===== src/rtl/vcis_pkg.sv =====
package vcis_pkg;
  typedef struct packed {
    logic head;
    logic tail;
  } flit_kind_t;
endpackage


===== src/rtl/vcis_fifo.sv =====
module vcis_fifo #(
  parameter int W     = 8,
  parameter int DEPTH = 4
) (
  input  logic         clk_i,
  input  logic         rst_ni,
  input  logic         push_i,
  input  logic [W-1:0] data_i,
  input  logic         pop_i,
  output logic         valid_o,
  output logic [W-1:0] data_o
);
  localparam int AW = (DEPTH > 1) ? $clog2(DEPTH) : 1;
  localparam int CW = $clog2(DEPTH + 1);

  logic [W-1:0]  mem [DEPTH];
  logic [AW-1:0] rd_ptr, wr_ptr;
  logic [CW-1:0] cnt;
  logic          do_push, do_pop;

  assign valid_o = (cnt != '0);
  assign data_o  = mem[rd_ptr];
  assign do_pop  = pop_i && valid_o;
  assign do_push = push_i && (cnt != CW'(DEPTH));

  function automatic logic [AW-1:0] nxt(input logic [AW-1:0] p);
    return (p == AW'(DEPTH - 1)) ? '0 : p + 1'b1;
  endfunction

  always_ff @(posedge clk_i or negedge rst_ni) begin
    if (!rst_ni) begin
      rd_ptr <= '0;
      wr_ptr <= '0;
      cnt    <= '0;
    end else begin
      if (do_push) wr_ptr <= nxt(wr_ptr);
      if (do_pop)  rd_ptr <= nxt(rd_ptr);
      case ({do_push, do_pop})
        2'b10:   cnt <= cnt + 1'b1;
        2'b01:   cnt <= cnt - 1'b1;
        default: cnt <= cnt;
      endcase
    end
  end

  always_ff @(posedge clk_i) begin
    if (do_push) mem[wr_ptr] <= data_i;
  end
endmodule


===== src/rtl/vcis_vc_ctrl.sv =====
module vcis_vc_ctrl
  import vcis_pkg::*;
#(
  parameter int NUM_VC   = 2,
  parameter int NUM_PORT = 4,
  parameter int DEST_W   = 4,
  parameter int DATA_W   = 16
) (
  input  logic                       clk_i,
  input  logic                       rst_ni,
  input  logic                       fifo_valid_i,
  input  logic [2+DEST_W+DATA_W-1:0] fifo_flit_i,
  output logic                       fifo_pop_o,
  output logic                       va_req_o,
  output logic [$clog2(NUM_PORT)-1:0] va_port_o,
  input  logic                       va_gnt_i,
  input  logic [$clog2(NUM_VC)-1:0]  va_gnt_vc_i,
  input  logic [NUM_PORT*NUM_VC-1:0] cred_ok_i,
  output logic                       sa_req_o,
  input  logic                       sa_gnt_i,
  output logic [2+DEST_W+DATA_W-1:0] eb_flit_o,
  output logic [$clog2(NUM_PORT)-1:0] out_port_o,
  output logic [$clog2(NUM_VC)-1:0]  out_vc_o
);
  localparam int FLIT_W = 2 + DEST_W + DATA_W;
  localparam int PORT_W = $clog2(NUM_PORT);
  localparam int VC_W   = $clog2(NUM_VC);

  logic              eb_vld;
  logic [FLIT_W-1:0] eb_q;
  logic [PORT_W-1:0] port_q;
  logic [VC_W-1:0]   ovc_q;
  logic              lock_q;
  flit_kind_t        in_kind, eb_kind;
  logic              eb_pop, eb_ready, load;

  assign in_kind = flit_kind_t'(fifo_flit_i[FLIT_W-1 -: 2]);
  assign eb_kind = flit_kind_t'(eb_q[FLIT_W-1 -: 2]);

  assign va_req_o = eb_vld && eb_kind.head && !lock_q;
  assign sa_req_o = eb_vld && lock_q && cred_ok_i[{port_q, ovc_q}];
  assign eb_pop   = sa_req_o && sa_gnt_i;
  // ready seen in the same cycle the occupant departs
  assign eb_ready = !eb_vld || eb_pop;
  assign load     = fifo_valid_i && eb_ready;

  assign fifo_pop_o = load;
  assign va_port_o  = port_q;
  assign eb_flit_o  = eb_q;
  assign out_port_o = port_q;
  assign out_vc_o   = ovc_q;

  always_ff @(posedge clk_i or negedge rst_ni) begin
    if (!rst_ni) begin
      eb_vld <= 1'b0;
      eb_q   <= '0;
      port_q <= '0;
    end else if (load) begin
      eb_vld <= 1'b1;
      eb_q   <= fifo_flit_i;
      if (in_kind.head) port_q <= fifo_flit_i[DATA_W +: PORT_W];
    end else if (eb_pop) begin
      eb_vld <= 1'b0;
    end
  end

  always_ff @(posedge clk_i or negedge rst_ni) begin
    if (!rst_ni) begin
      lock_q <= 1'b0;
      ovc_q  <= '0;
    end else if (va_req_o && va_gnt_i) begin
      lock_q <= 1'b1;
      ovc_q  <= va_gnt_vc_i;
    end else if (eb_pop && eb_kind.tail) begin
      lock_q <= 1'b0;
    end
  end
endmodule


===== src/rtl/vcis_out_reg.sv =====
module vcis_out_reg #(
  parameter int NUM_VC = 2,
  parameter int FLIT_W = 22,
  parameter int PORT_W = 2,
  parameter int VC_W   = 1
) (
  input  logic                     clk_i,
  input  logic                     rst_ni,
  input  logic [NUM_VC-1:0]        sel_i,
  input  logic [NUM_VC*FLIT_W-1:0] flits_i,
  input  logic [NUM_VC*PORT_W-1:0] ports_i,
  input  logic [NUM_VC*VC_W-1:0]   vcs_i,
  output logic                     valid_o,
  output logic [FLIT_W-1:0]        flit_o,
  output logic [PORT_W-1:0]        port_o,
  output logic [VC_W-1:0]          vc_o
);
  logic [FLIT_W-1:0] flit_d;
  logic [PORT_W-1:0] port_d;
  logic [VC_W-1:0]   vc_d;

  always_comb begin
    flit_d = '0;
    port_d = '0;
    vc_d   = '0;
    for (int v = 0; v < NUM_VC; v++) begin
      flit_d |= flits_i[v*FLIT_W +: FLIT_W] & {FLIT_W{sel_i[v]}};
      port_d |= ports_i[v*PORT_W +: PORT_W] & {PORT_W{sel_i[v]}};
      vc_d   |= vcs_i[v*VC_W +: VC_W]       & {VC_W{sel_i[v]}};
    end
  end

  always_ff @(posedge clk_i or negedge rst_ni) begin
    if (!rst_ni) begin
      valid_o <= 1'b0;
      flit_o  <= '0;
      port_o  <= '0;
      vc_o    <= '0;
    end else begin
      valid_o <= |sel_i;
      if (|sel_i) begin
        flit_o <= flit_d;
        port_o <= port_d;
        vc_o   <= vc_d;
      end
    end
  end
endmodule


===== src/rtl/vc_input_stage.sv =====
module vc_input_stage #(
  parameter int NUM_VC     = 2,
  parameter int NUM_PORT   = 4,
  parameter int DEST_W     = 4,
  parameter int DATA_W     = 16,
  parameter int FIFO_DEPTH = 4,
  localparam int FLIT_W    = 2 + DEST_W + DATA_W,
  localparam int PORT_W    = $clog2(NUM_PORT),
  localparam int VC_W      = $clog2(NUM_VC)
) (
  input  logic                       clk_i,
  input  logic                       rst_ni,
  input  logic                       in_valid_i,
  input  logic [VC_W-1:0]            in_vc_i,
  input  logic [FLIT_W-1:0]          in_flit_i,
  output logic [NUM_VC-1:0]          va_req_o,
  output logic [NUM_VC*PORT_W-1:0]   va_port_o,
  input  logic [NUM_VC-1:0]          va_gnt_i,
  input  logic [NUM_VC*VC_W-1:0]     va_gnt_vc_i,
  input  logic [NUM_PORT*NUM_VC-1:0] cred_ok_i,
  output logic [NUM_VC-1:0]          sa_req_o,
  input  logic [NUM_VC-1:0]          sa_gnt_i,
  output logic                       out_valid_o,
  output logic [FLIT_W-1:0]          out_flit_o,
  output logic [PORT_W-1:0]          out_port_o,
  output logic [VC_W-1:0]            out_vc_o
);
  logic [NUM_VC-1:0]        fifo_vld, fifo_pop, sel;
  logic [NUM_VC*FLIT_W-1:0] fifo_flit, eb_flit;
  logic [NUM_VC*PORT_W-1:0] vc_port;
  logic [NUM_VC*VC_W-1:0]   vc_ovc;

  assign sel = sa_req_o & sa_gnt_i;

  for (genvar v = 0; v < NUM_VC; v++) begin : g_vc
    vcis_fifo #(.W(FLIT_W), .DEPTH(FIFO_DEPTH)) u_fifo (
      .clk_i   (clk_i),
      .rst_ni  (rst_ni),
      .push_i  (in_valid_i && (in_vc_i == VC_W'(v))),
      .data_i  (in_flit_i),
      .pop_i   (fifo_pop[v]),
      .valid_o (fifo_vld[v]),
      .data_o  (fifo_flit[v*FLIT_W +: FLIT_W])
    );

    vcis_vc_ctrl #(
      .NUM_VC(NUM_VC), .NUM_PORT(NUM_PORT), .DEST_W(DEST_W), .DATA_W(DATA_W)
    ) u_ctrl (
      .clk_i        (clk_i),
      .rst_ni       (rst_ni),
      .fifo_valid_i (fifo_vld[v]),
      .fifo_flit_i  (fifo_flit[v*FLIT_W +: FLIT_W]),
      .fifo_pop_o   (fifo_pop[v]),
      .va_req_o     (va_req_o[v]),
      .va_port_o    (va_port_o[v*PORT_W +: PORT_W]),
      .va_gnt_i     (va_gnt_i[v]),
      .va_gnt_vc_i  (va_gnt_vc_i[v*VC_W +: VC_W]),
      .cred_ok_i    (cred_ok_i),
      .sa_req_o     (sa_req_o[v]),
      .sa_gnt_i     (sa_gnt_i[v]),
      .eb_flit_o    (eb_flit[v*FLIT_W +: FLIT_W]),
      .out_port_o   (vc_port[v*PORT_W +: PORT_W]),
      .out_vc_o     (vc_ovc[v*VC_W +: VC_W])
    );
  end

  vcis_out_reg #(
    .NUM_VC(NUM_VC), .FLIT_W(FLIT_W), .PORT_W(PORT_W), .VC_W(VC_W)
  ) u_out (
    .clk_i   (clk_i),
    .rst_ni  (rst_ni),
    .sel_i   (sel),
    .flits_i (eb_flit),
    .ports_i (vc_port),
    .vcs_i   (vc_ovc),
    .valid_o (out_valid_o),
    .flit_o  (out_flit_o),
    .port_o  (out_port_o),
    .vc_o    (out_vc_o)
  );
endmodule


===== config.mk =====
export PLATFORM = sky130hd
export DESIGN_NAME = vc_input_stage
export DESIGN_NICKNAME = d
export VERILOG_FILES = /design/src/rtl/vcis_pkg.sv /design/src/rtl/vcis_fifo.sv /design/src/rtl/vcis_vc_ctrl.sv /design/src/rtl/vcis_out_reg.sv /design/src/rtl/vc_input_stage.sv
export SDC_FILE = /design/constraint.sdc
export NUM_CORES = 1
export LEC_CHECK = 0
export ABC_AREA = 0
export BUFFER_PORTS_ARGS = -buffer_cell sky130_fd_sc_hd__clkbuf_2
export CAP_MARGIN = 20
export CORE_MARGIN = 10
export CORE_UTILIZATION = 45
export CTS_BUF_LIST = sky130_fd_sc_hd__clkbuf_16
export CTS_CLUSTER_DIAMETER = 40
export DETAILED_ROUTE_END_ITERATION = 10
export PLACE_DENSITY = 0.7
export SETUP_SLACK_MARGIN = 0.3
export SLEW_MARGIN = 20
export SYNTH_ARGS = -nofsm -noshare
export SYNTH_HDL_FRONTEND = slang
export SYNTH_HIERARCHICAL = 1
export SYNTH_SLANG_ARGS = --single-unit

===== constraint.sdc =====
create_clock -name clk_i -period 3.15 [get_ports clk_i]
set_clock_uncertainty 0.2 [all_clocks]
set_input_delay 0.1575 -clock clk_i [delete_from_list [all_inputs] [get_ports clk_i]]
set_output_delay 0.1575 -clock clk_i [all_outputs]
set_load 0.03 [all_outputs]

==> results of run 1 <==
-- per-stage QoR --
step	utilization (%)	instances	total power [mW]	instance area [µm²]
after global routing	54.6	1042	13.4	12900
final	54.6	1042	12.7	12900
after CTS	54.4	1037	12.8	12900
after global placement	48.8	947	9.10	11600
after detailed placement	48.8	947	9.31	11600
after floorplan	-	562	8.28	10900
-- sequential cells by signal (all words and copies together) (netlist names), 2 cells and up --
name and count:
u_out/flit_o 22, g_vc.u_ctrl/eb_flit_o 44, g_vc.u_ctrl/out_vc_o 2, g_vc.u_fifo/rd_ptr 4
g_vc.u_ctrl/eb_vld 2, g_vc.u_fifo/mem 176, g_vc.u_ctrl/out_port_o 4, g_vc.u_ctrl/lock_q 2
g_vc.u_fifo/wr_ptr 4, u_out/port_o 2, g_vc.u_fifo/cnt 6
-- placed cells by master (no fill, tap or decap), types with 4 or more instances in the layout --
cell type / synthesis / routed
a21o_1: 25 / 25
a22o_1: 21 / 21
a22o_2: 4 / 4
and2_1: 9 / 9
buf_4: 6 / 20
clkbuf_16: 0 / 31
clkbuf_2: 0 / 72
clkinv_2: 0 / 6
clkinvlp_4: 0 / 4
dfrtp_1: 94 / 92
dlygate4sd3_1: 0 / 33
edfxtp_1: 176 / 176
ha_1: 12 / 10
inv_1: 24 / 23
inv_2: 0 / 5
mux2_2: 54 / 52
mux4_1: 12 / 8
mux4_2: 36 / 40
nand2_1: 12 / 12
nor2_1: 9 / 9
o211ai_1: 4 / 4
o21ai_0: 5 / 4
o31ai_1: 4 / 4
xor2_1: 4 / 4
-- routing by layer --
layer	vias up	GRT usage, %	wire length, µm
li1	2482	-	-
met1	2944	18.5	9580
met2	148	25.5	11800
met3	31	2.77	1250
met4	0	3.46	340
met5	-	0	0
-- final cells by class --
cell class	instances	area share, %
Antenna cell	1	0.0193
Clock buffer	31	6.00
Tap cell	319	3.09
Clock inverter	26	1.64
Multi-Input combinational cell	244	22.7
Timing Repair Buffer	127	6.81
Sequential cell	270	59.1
Inverter	24	0.716
-- final timing paths --
check | endpoint | depth (start not counted)
min | g_vc[1].u_fifo/cnt[2]$_DFFE_PN0P_ | 2
max in group asynchronous | g_vc[0].u_ctrl/eb_flit_o[9]$_DFFE_PN0P_ | 3
max reg2reg | g_vc[1].u_fifo/cnt[2]$_DFFE_PN0P_ | 12
min in group clk_i | g_vc[0].u_fifo/wr_ptr[0]$_DFFE_PN0P_ | 5
max | g_vc[1].u_fifo/cnt[2]$_DFFE_PN0P_ | 12
min reg2reg | u_out/flit_o[2]$_DFFE_PN0P_ | 1
-- kinds of logic after synthesis --
family / count (synthesis) / synth area share, %
and+or+nand+nor: 47 / 2.51
buffers and inverters: 50 / 3.47
muxes: 107 / 16.4
adders and majority gates: 14 / 1.74
DFF: 270 / 70.1
AOI/OAI and AO/OA: 68 / 5.33
xor gates and xnor gates: 6 / 0.482
-- power by group through the flow --
stage	Clock [mW]	Sequential (mW)	Combinational, mW
global route	3.59	5.37	4.42
detailed placement	0	5.35	3.96
CTS	3.43	5.29	4.06
global placement	0	5.30	3.81
finish	3.36	5.28	4.08
floorplan	0	5.39	2.89
-- what timing repair did --
item / in CTS / in global routing
pin swaps: 1 / 2
buffers inserted: 0 / 2
gates resized for setup: 0 / 2
endpoints found under the hold margin: 253 / 0
setup endpoints to repair: 25 / 30
cloned: 0 / 2
hold buffers: 33 / 0
==> summary.md, run 1 <==
| Metric | Value |
|---|---|
| Run status | finished clean |
| Register area | 7640 µm² |
| Sw Share | 32.5% |
| GRT Util Overall | 14.6% |
| Critical Path Start | g_vc[1].u_ctrl/out_port_o[1]$_DFFE_PN0P_ |
| Final critical-path share of the clock period | 86.7% |
| Fillers | 1866 |
| Area added between synthesis and finish | 18.7% |
| Most numerous cell in the Yosys netlist | edfxtp_1 |
| Largest net degree at the start of global routing | 70 |
| VDD IR max | 0.464 mV |
| Footprint of the multi-input gates | 2930 µm² |
| CTS Buf Count | 31 |
| Yosys reg bits | 270 |
| H-tree levels | 1 |
| Clk_lat worst skew | 550 ps |
| Syn Nets | 616 |
| Async S/R FF share, synth | 34.8% |
| Fmax | 366 MHz |
| DP HPWL | 13.7 mm |
| Clock share of power | 26.4% |
| Startpoint types | flip-flop |
| RSZ-0062 raised after global routing | no |
| Vias in the first global route | 6041 |
| Synth area leader | edfxtp_1 |
| Final-stage net count | 752 |
| Worst-path maximum fanout | 5 |
| Reg-to-Reg Start | g_vc[1].u_ctrl/out_port_o[1]$_DFFE_PN0P_ |
| Top delay family on crit path | multiplexers |
| Syn_area_per_cell | 19.4 µm² |
| GRT overflow | 0 |
| Post-synth EDFFs | 176 |
| Die width | 176 µm |
| Mapped Cells | 562 |
| Ratio of cells with drive above 1 in the final layout | 37.3% |
| Yosys warns | 6 |
| CTS tree | built |
| Synth top area share | 48.5% |
| Final Hold Fails | 0 |
| TritonRoute pass-1 iters | 4 |
| Routed WL | 23.0 mm |
| Leak pwr | 5.08 nW |
| Routed WL per cell | 22.0 µm |
| Initial Util | 46.0% |
| Pre-CTS WS | 282 ps |
| # DRC | 0 |
| CP arrival | 2960 ps |
| Antenna violations before repair | 1 |
| Synth cell count leaders | edfxtp_1 (176), dfrtp_1 (94), mux2_2 (54) |
| Critical Path, Cell by Cell | mux4_2 -> mux2_4 -> a41oi_4 -> inv_4 -> nand2_4 -> inv_2 -> ha_4 -> inv_2 -> fa_2 -> xor2_1 -> nor2_1 -> xor2_1 |
| Max Slew Vio Count | 0 |
| Critical Path End Type | flip-flop |
| Clock buffer depth | 3 |
| Distinct cells, synth | 41 |
| Min Tclk post-route | 2730 ps |
| Share of power burned in registers | 41.5% |
| Die area | 30800 µm² |
| Top FF cell, synth | edfxtp_1 |
| Total vias in the final route | 5605 |
| CTS Sinks | 270 |
| Int Power | 8.58 mW |
| Worst slew pin tran | 922 ps |
| Critical path class | reg2reg |
| Global-route wire length before repair | 35.3 mm |
| Post-Syn Area | 10900 µm² |
| R2r setup slk | 420 ps |
| Die Span Y | 176 µm |
| Std-Cell Rows | 56 |
| Slowest cell delay on critical path | 540 ps |
| Psw | 4.14 mW |
| I/O pin total | 74 |
| Clock Root Buffer | clkbuf_16 |
| Hold WS | 79.7 ps |
| Vias per cell | 5.38 |
| Setup TNS | 0 ps |
| Relative slew slack | 38.5% |
| I/O Buffers | 73 |
| Register area share after synthesis | 70.1% |
| Pwr dens | 983 nW/µm² |
| Final RePlAce weighted congestion | 0.851 |
| Worst Hold Class | in2async |
| CORE AREA | 23700 µm² |
| Clk slew on worst S/H paths | 60 ps |
| CP bufs+invs | 3 |
| Number of routed nets with antenna violations | 0 |
| Cell with the largest stage delay on the worst path | mux4_2 |
| Final setup fails | 0 |
| Comb pwr share | 32.1% |
| Max cap viols | 0 |
| Synth area leaders | edfxtp_1 (48%), dfrtp_1 (22%), mux4_2 (7.4%), mux2_2 (5.6%), mux4_1 (2.9%) |
| Final worst setup slack | 417 ps |
| CP Data Required Time | 3380 ps |
| Drt initial violations | 386 |
No activity file was read; power rests on OpenSTA's default activity.
==> run 2, diff against run 1 <==
--- a/config.mk
+++ b/config.mk
@@ -8,6 +8,7 @@
 export ABC_AREA = 0
 export BUFFER_PORTS_ARGS = -buffer_cell sky130_fd_sc_hd__clkbuf_2
 export CAP_MARGIN = 20
+export CORE_ASPECT_RATIO = 1.2
 export CORE_MARGIN = 10
 export CORE_UTILIZATION = 45
 export CTS_BUF_LIST = sky130_fd_sc_hd__clkbuf_16
==> run 2 against run 1 <==
Net effect:
- largest cell class unchanged
- sequential share of layout area up 0.075 points
- sequential cell count unchanged
- core utilization down 0.55 points
==> summary.md, run 2 (synthesis gave the netlist of run 1 again) <==
| Metric | Value |
|---|---|
| Clock Root Buffer | clkbuf_16 |
| Slowest cell delay on critical path | 540 ps |
| Run status | finished clean |
| Max cap viols | 0 |
| Relative slew slack | 47.2% |
| TritonRoute pass-1 iters | 4 |
| # DRC | 0 |
| Vias in the first global route | 6070 |
| Final Hold Fails | 0 |
| CTS tree | built |
| Leak pwr | 5.07 nW |
| Worst Hold Class | in2async |
| Clock buffer depth | 3 |
| R2R depth | 7 |
| Critical path class | reg2reg |
| Critical Path, Cell by Cell | mux4_2 -> mux2_4 -> and3_2 -> and2_2 -> buf_4 -> a22o_1 -> a21o_1 |
| Number of flip-flops under the largest register name | 176 |
| Cell with the largest stage delay on the worst path | mux4_2 |
| Ratio of cells with drive above 1 in the final layout | 37.6% |
| DP HPWL | 13.9 mm |
| Commonest cells after routing, fill and taps aside | edfxtp_1 (176), dfrtp_1 (92), clkbuf_2 (72) |
| Area added between synthesis and finish | 18.5% |
| GRT Util Overall | 14.3% |
| VDD IR max | 0.389 mV |
| Commonest non-fill, non-tap cell in the layout | edfxtp_1 |
| Startpoint types | flip-flop |
| CTS Sinks | 270 |
| Setup TNS | 0 ps |
| I/O Buffers | 73 |
| Max Slew Vio Count | 0 |
| Placed Cells | 948 |
| CTS Buf Count | 28 |
| Vias per cell | 5.37 |
| CP arrival | 3010 ps |
| Min Tclk post-route | 2780 ps |
| Largest Register | g_vc.u_fifo/mem |
| Std-Cell Rows | 62 |
| Drt initial violations | 542 |
| Non-filler cells, final | 1040 |
| Clk slew on worst S/H paths | 60 ps |
| Critical Path End Type | flip-flop |
| RSZ-0062 raised after global routing | no |
| Routed WL | 22.6 mm |
| Die area | 30900 µm² |
| Die width | 162 µm |
| H-tree levels | 1 |
| GRT overflow | 0 |
| Worst slew pin tran | 792 ps |
| Final RePlAce weighted congestion | 0.789 |
| CP Data Required Time | 3370 ps |
| I/O pin total | 74 |
| Routed WL per cell | 21.8 µm |
| Fillers | 1865 |
| Reg-to-Reg Start | g_vc[0].u_ctrl/out_port_o[1]$_DFFE_PN0P_ |
| Final setup fails | 0 |
| Final-stage net count | 751 |
| Fmax | 359 MHz |
| R2r setup slk | 370 ps |
| Pwr dens | 973 nW/µm² |
| Die Span Y | 190 µm |
| Worst Setup EP | u_out/flit_o[8]$_DFFE_PN0P_ |
| Total vias in the final route | 5589 |
| Reg2reg end | u_out/flit_o[8]$_DFFE_PN0P_ |
| Largest net degree at the start of global routing | 85 |
| Final critical-path share of the clock period | 88.4% |
| Initial Util | 45.6% |
| Clk_lat worst skew | 540 ps |
| Antenna violations before repair | 1 |
| Global-route wire length before repair | 34.7 mm |
| CORE AREA | 23900 µm² |
| Critical Path Start | g_vc[0].u_ctrl/out_port_o[1]$_DFFE_PN0P_ |
| Number of routed nets with antenna violations | 0 |
| Worst-path maximum fanout | 11 |
## run 2: worst min path at each step
stage,from,to,cells past startpoint
3_3_place_gp,va_gnt_i[0],g_vc[0].u_ctrl/lock_q$_DFFE_PN0P_,3
2_1_floorplan,rst_ni,g_vc[0].u_ctrl/eb_flit_o[0]$_DFFE_PN0P_,0
4_1_cts,in_valid_i,g_vc[1].u_fifo/mem[3][17]$_DFFE_PP_,4
6_report,rst_ni,g_vc[0].u_ctrl/eb_flit_o[0]$_DFFE_PN0P_,2
3_5_place_dp,va_gnt_i[0],g_vc[0].u_ctrl/lock_q$_DFFE_PN0P_,3
5_1_grt,in_valid_i,g_vc[1].u_fifo/mem[3][16]$_DFFE_PP_,4
## run 2: final cells by class
class,count,area [µm²],share of cell area (%)
antenna,1,2.50,0.0194
multi-input combinational,243,2930,22.7
clock inverter,22,161,1.25
inverter,24,92.6,0.717
timing repair buffer,130,942,7.29
sequential,270,7640,59.1
tap,320,400,3.10
clock buffer,30,751,5.81
## run 2: power by group
group | total, mW | switching, mW | internal (mW)
combinational | 4.06 | 2.09 | 1.98
sequential | 5.32 | 0.655 | 4.66
clock | 3.19 | 1.36 | 1.83
total | 12.6 | 4.11 | 8.47
## run 2: what timing repair did
| item | in CTS | in global routing |
|---|---|---|
| gates resized for setup | 2 | 2 |
| hold buffers | 32 | 0 |
| endpoints found under the setup margin | 26 | 29 |
| hold endpoints to repair | 269 | 0 |
| pin swaps | 0 | 6 |
| buffers inserted | 0 | 6 |
| cloned | 0 | 1 |
## run 2: critical path: cells and delay by family, from the launching register on
family / cells / cell delay [ps]
muxes: 2 / 850
and+or+nand+nor: 2 / 570
DFF: 1 / 410
AOI/OAI and AO/OA: 2 / 370
buffers and inverters: 1 / 260
## run 2: metal layers
layer	wire length (µm)	GRT usage, %	up-vias
li1	-	-	2476
met1	9310	17.9	2944
met2	11800	25.1	138
met3	1100	2.55	31
met4	412	4.03	0
met5	0	0	-
## run 2: through the flow
stage	area, µm²	power (mW)	util [%]	setup slack (ps)	hold slack, ps
detailed placement	11600	9.28	48.6	246	188
global route	12900	13.2	54.1	283	80.8
floorplan	10900	8.28	-	289	-338
finish	12900	12.6	54.1	366	38.5
CTS	12800	12.5	53.7	307	58.8
global placement	11600	9.05	48.6	327	180
==> run 3, diff against run 2 <==
--- a/config.mk
+++ b/config.mk
@@ -6,7 +6,7 @@
 export NUM_CORES = 1
 export LEC_CHECK = 0
 export ABC_AREA = 0
-export BUFFER_PORTS_ARGS = -buffer_cell sky130_fd_sc_hd__clkbuf_2
+export BUFFER_PORTS_ARGS = -buffer_cell sky130_fd_sc_hd__buf_2
 export CAP_MARGIN = 20
 export CORE_ASPECT_RATIO = 1.2
 export CORE_MARGIN = 10
==> run 3 against run 2 <==
Net effect:
- the run now ends with hold timing left
- maximum frequency rose by 0.72%
- sequential share of layout area rose by 0.086 points
- critical path depth rose by 5
- final cell count fell by 0.29%
- sequential power barely moved
- sequential cell count did not move
- setup slack improved by 20 ps
- critical endpoint is now g_vc[0].u_fifo/cnt[2]$_DFFE_PN0P_
- largest cell class unchanged
==> summary.md, run 3 (synthesis gave the netlist of run 1 again) <==
| Metric | Value |
|---|---|
| Run status | finished with violations |
| GR Util met2 | 25.6% |
| Largest Register | g_vc.u_fifo/mem |
| R2R depth | 12 |
| Commonest cells after routing, fill and taps aside | edfxtp_1 (176), dfrtp_1 (92), buf_2 (72) |
| Clock Root Buffer | clkbuf_16 |
| Final-stage net count | 748 |
| Psw | 4.02 mW |
| Worst Hold Class | in2async |
| Int Power | 8.49 mW |
| Final RePlAce weighted congestion | 0.783 |
| Vias per cell | 5.34 |
| Global-route wire length before repair | 33.9 mm |
| Clk_lat worst skew | 530 ps |
| Die Span Y | 190 µm |
| Largest net degree at the start of global routing | 49 |
| Failing checks | hold timing |
| Reg-to-Reg Start | g_vc[0].u_ctrl/out_port_o[1]$_DFFE_PN0P_ |
| CTS Buf Count | 29 |
| Startpoint types | flip-flop |
| Met1 usage | 16.5% |
| Worst-path maximum fanout | 5 |
| Critical Path, Cell by Cell | mux4_2 -> mux2_4 -> a41oi_4 -> inv_2 -> nand2_4 -> inv_2 -> ha_4 -> inv_2 -> fa_2 -> xor2_1 -> nor2_1 -> xor2_1 |
| Hold WS | -3.25 ps |
| Clock buffer depth | 3 |
| VDD IR max | 0.390 mV |
| Cell with the largest stage delay on the worst path | mux4_2 |
| Ratio of cells with drive above 1 in the final layout | 36.7% |
| Std-Cell Rows | 62 |
| Share of power burned in registers | 42.4% |
| Pwr Total | 12.5 mW |
| CP arrival | 2970 ps |
| Cell repeated most along the worst path | inv_2 |
| Final Hold Fails | 3 |
| Leak pwr | 5.06 nW |
| I/O pin total | 74 |
| Number of flip-flops under the largest register name | 176 |
| Top delay family on crit path | multiplexers |
| Comb pwr share | 32.0% |
| Total vias in the final route | 5538 |
| Max Slew Vio Count | 0 |
| CORE AREA | 23900 µm² |
| CP Data Required Time | 3360 ps |
| # DRC | 0 |
| Worst slew pin tran | 774 ps |
| Clock share of power | 25.6% |
| Max cap viols | 0 |
| GRT overflow | 0 |
| GRT Util Overall | 14.1% |
| Design area | 12900 µm² |
| H-tree levels | 1 |
| Die width | 162 µm |
| Fmax | 362 MHz |
| Min Tclk post-route | 2760 ps |
| Commonest non-fill, non-tap cell in the layout | edfxtp_1 |
| CTS Sinks | 270 |
| Slowest cell delay on critical path | 520 ps |
| Gr busiest metal | met2 |
| Area added between synthesis and finish | 18.4% |
| Critical Path Start | g_vc[0].u_ctrl/out_port_o[1]$_DFFE_PN0P_ |
| Met3 GRT Util | 2.51% |
| TritonRoute pass-1 iters | 4 |
| Reg2reg end | g_vc[0].u_fifo/cnt[2]$_DFFE_PN0P_ |
| Routed WL per cell | 21.1 µm |
| Critical path class | reg2reg |
| CP bufs+invs | 3 |
| Sw Share | 32.1% |
| Die area | 30900 µm² |
| Critical Path End Type | flip-flop |
| Cell Area, Placed | 11600 µm² |
| Final setup fails | 0 |
| Number of routed nets with antenna violations | 0 |
| DP HPWL | 14.0 mm |
| Drt initial violations | 448 |
| Vias in the first global route | 6011 |
| RSZ-0062 raised after global routing | yes |
| CTS tree | built |
| I/O Buffers | 73 |
| Setup TNS | 0 ps |
| R2r setup slk | 390 ps |
| Pwr dens | 969 nW/µm² |
| Initial Util | 45.6% |
| Routed WL | 21.9 mm |
| Relative slew slack | 48.4% |
| Final critical-path share of the clock period | 87.7% |
| Antenna violations before repair | 1 |
| Clk slew on worst S/H paths | 60 ps |
-- run 3: metrics by stage --
| stage | instances | worst slack (ps) | util [%] |
|---|---|---|---|
| CTS | 1032 | 312 | 53.8 |
| global route | 1037 | 276 | 54.0 |
| global placement | 947 | 340 | 48.6 |
| detailed placement | 947 | 294 | 48.6 |
| floorplan | 562 | 289 | - |
| finish | 1037 | 386 | 54.0 |
-- run 3: power by group through the flow --
stage | registers (mW) | clock network, mW | logic (mW)
floorplan | 5.39 | 0 | 2.89
global placement | 5.32 | 0 | 3.72
detailed placement | 5.38 | 0 | 3.88
CTS | 5.32 | 3.26 | 3.97
global route | 5.40 | 3.41 | 4.32
finish | 5.30 | 3.20 | 4.01
-- run 3: per-layer routing --
layer	part of all wire (%)	wire, µm
met1	39	8450
met5	0	0
met2	54	11900
met3	5.3	1150
met4	1.9	415
-- run 3: final cells by class --
type | instances | area (µm²)
clock inverter | 24 | 191
fill | 1882 | 11000
inverter | 24 | 92.6
antenna | 1 | 2.50
timing repair buffer | 126 | 921
sequential | 270 | 7640
multi-input combinational | 243 | 2930
tap | 320 | 400
clock buffer | 29 | 726
-- run 3: how the worst max path moves through the flow --
stage                                             end  slack, ps  depth (start not counted)
CTS                       u_out/port_o[1]$_DFFE_PN0P_        310                          7
global placement          u_out/port_o[1]$_DFFE_PN0P_        340                          7
global route        g_vc[0].u_fifo/cnt[2]$_DFFE_PN0P_        280                         12
floorplan           g_vc[0].u_fifo/cnt[2]$_DFFE_PN0P_        290                         13
detailed placement        u_out/port_o[1]$_DFFE_PN0P_        290                          7
finish              g_vc[0].u_fifo/cnt[2]$_DFFE_PN0P_        390                         12
-- run 3: repair_timing --
action / CTS / global route
hold endpoints to repair: 280 / 0
pin swaps: 0 / 6
buffers inserted: 0 / 3
cloned: 0 / 1
setup endpoints to repair: 1 / 30
hold buffers: 32 / 0
gates resized for setup: 1 / 3
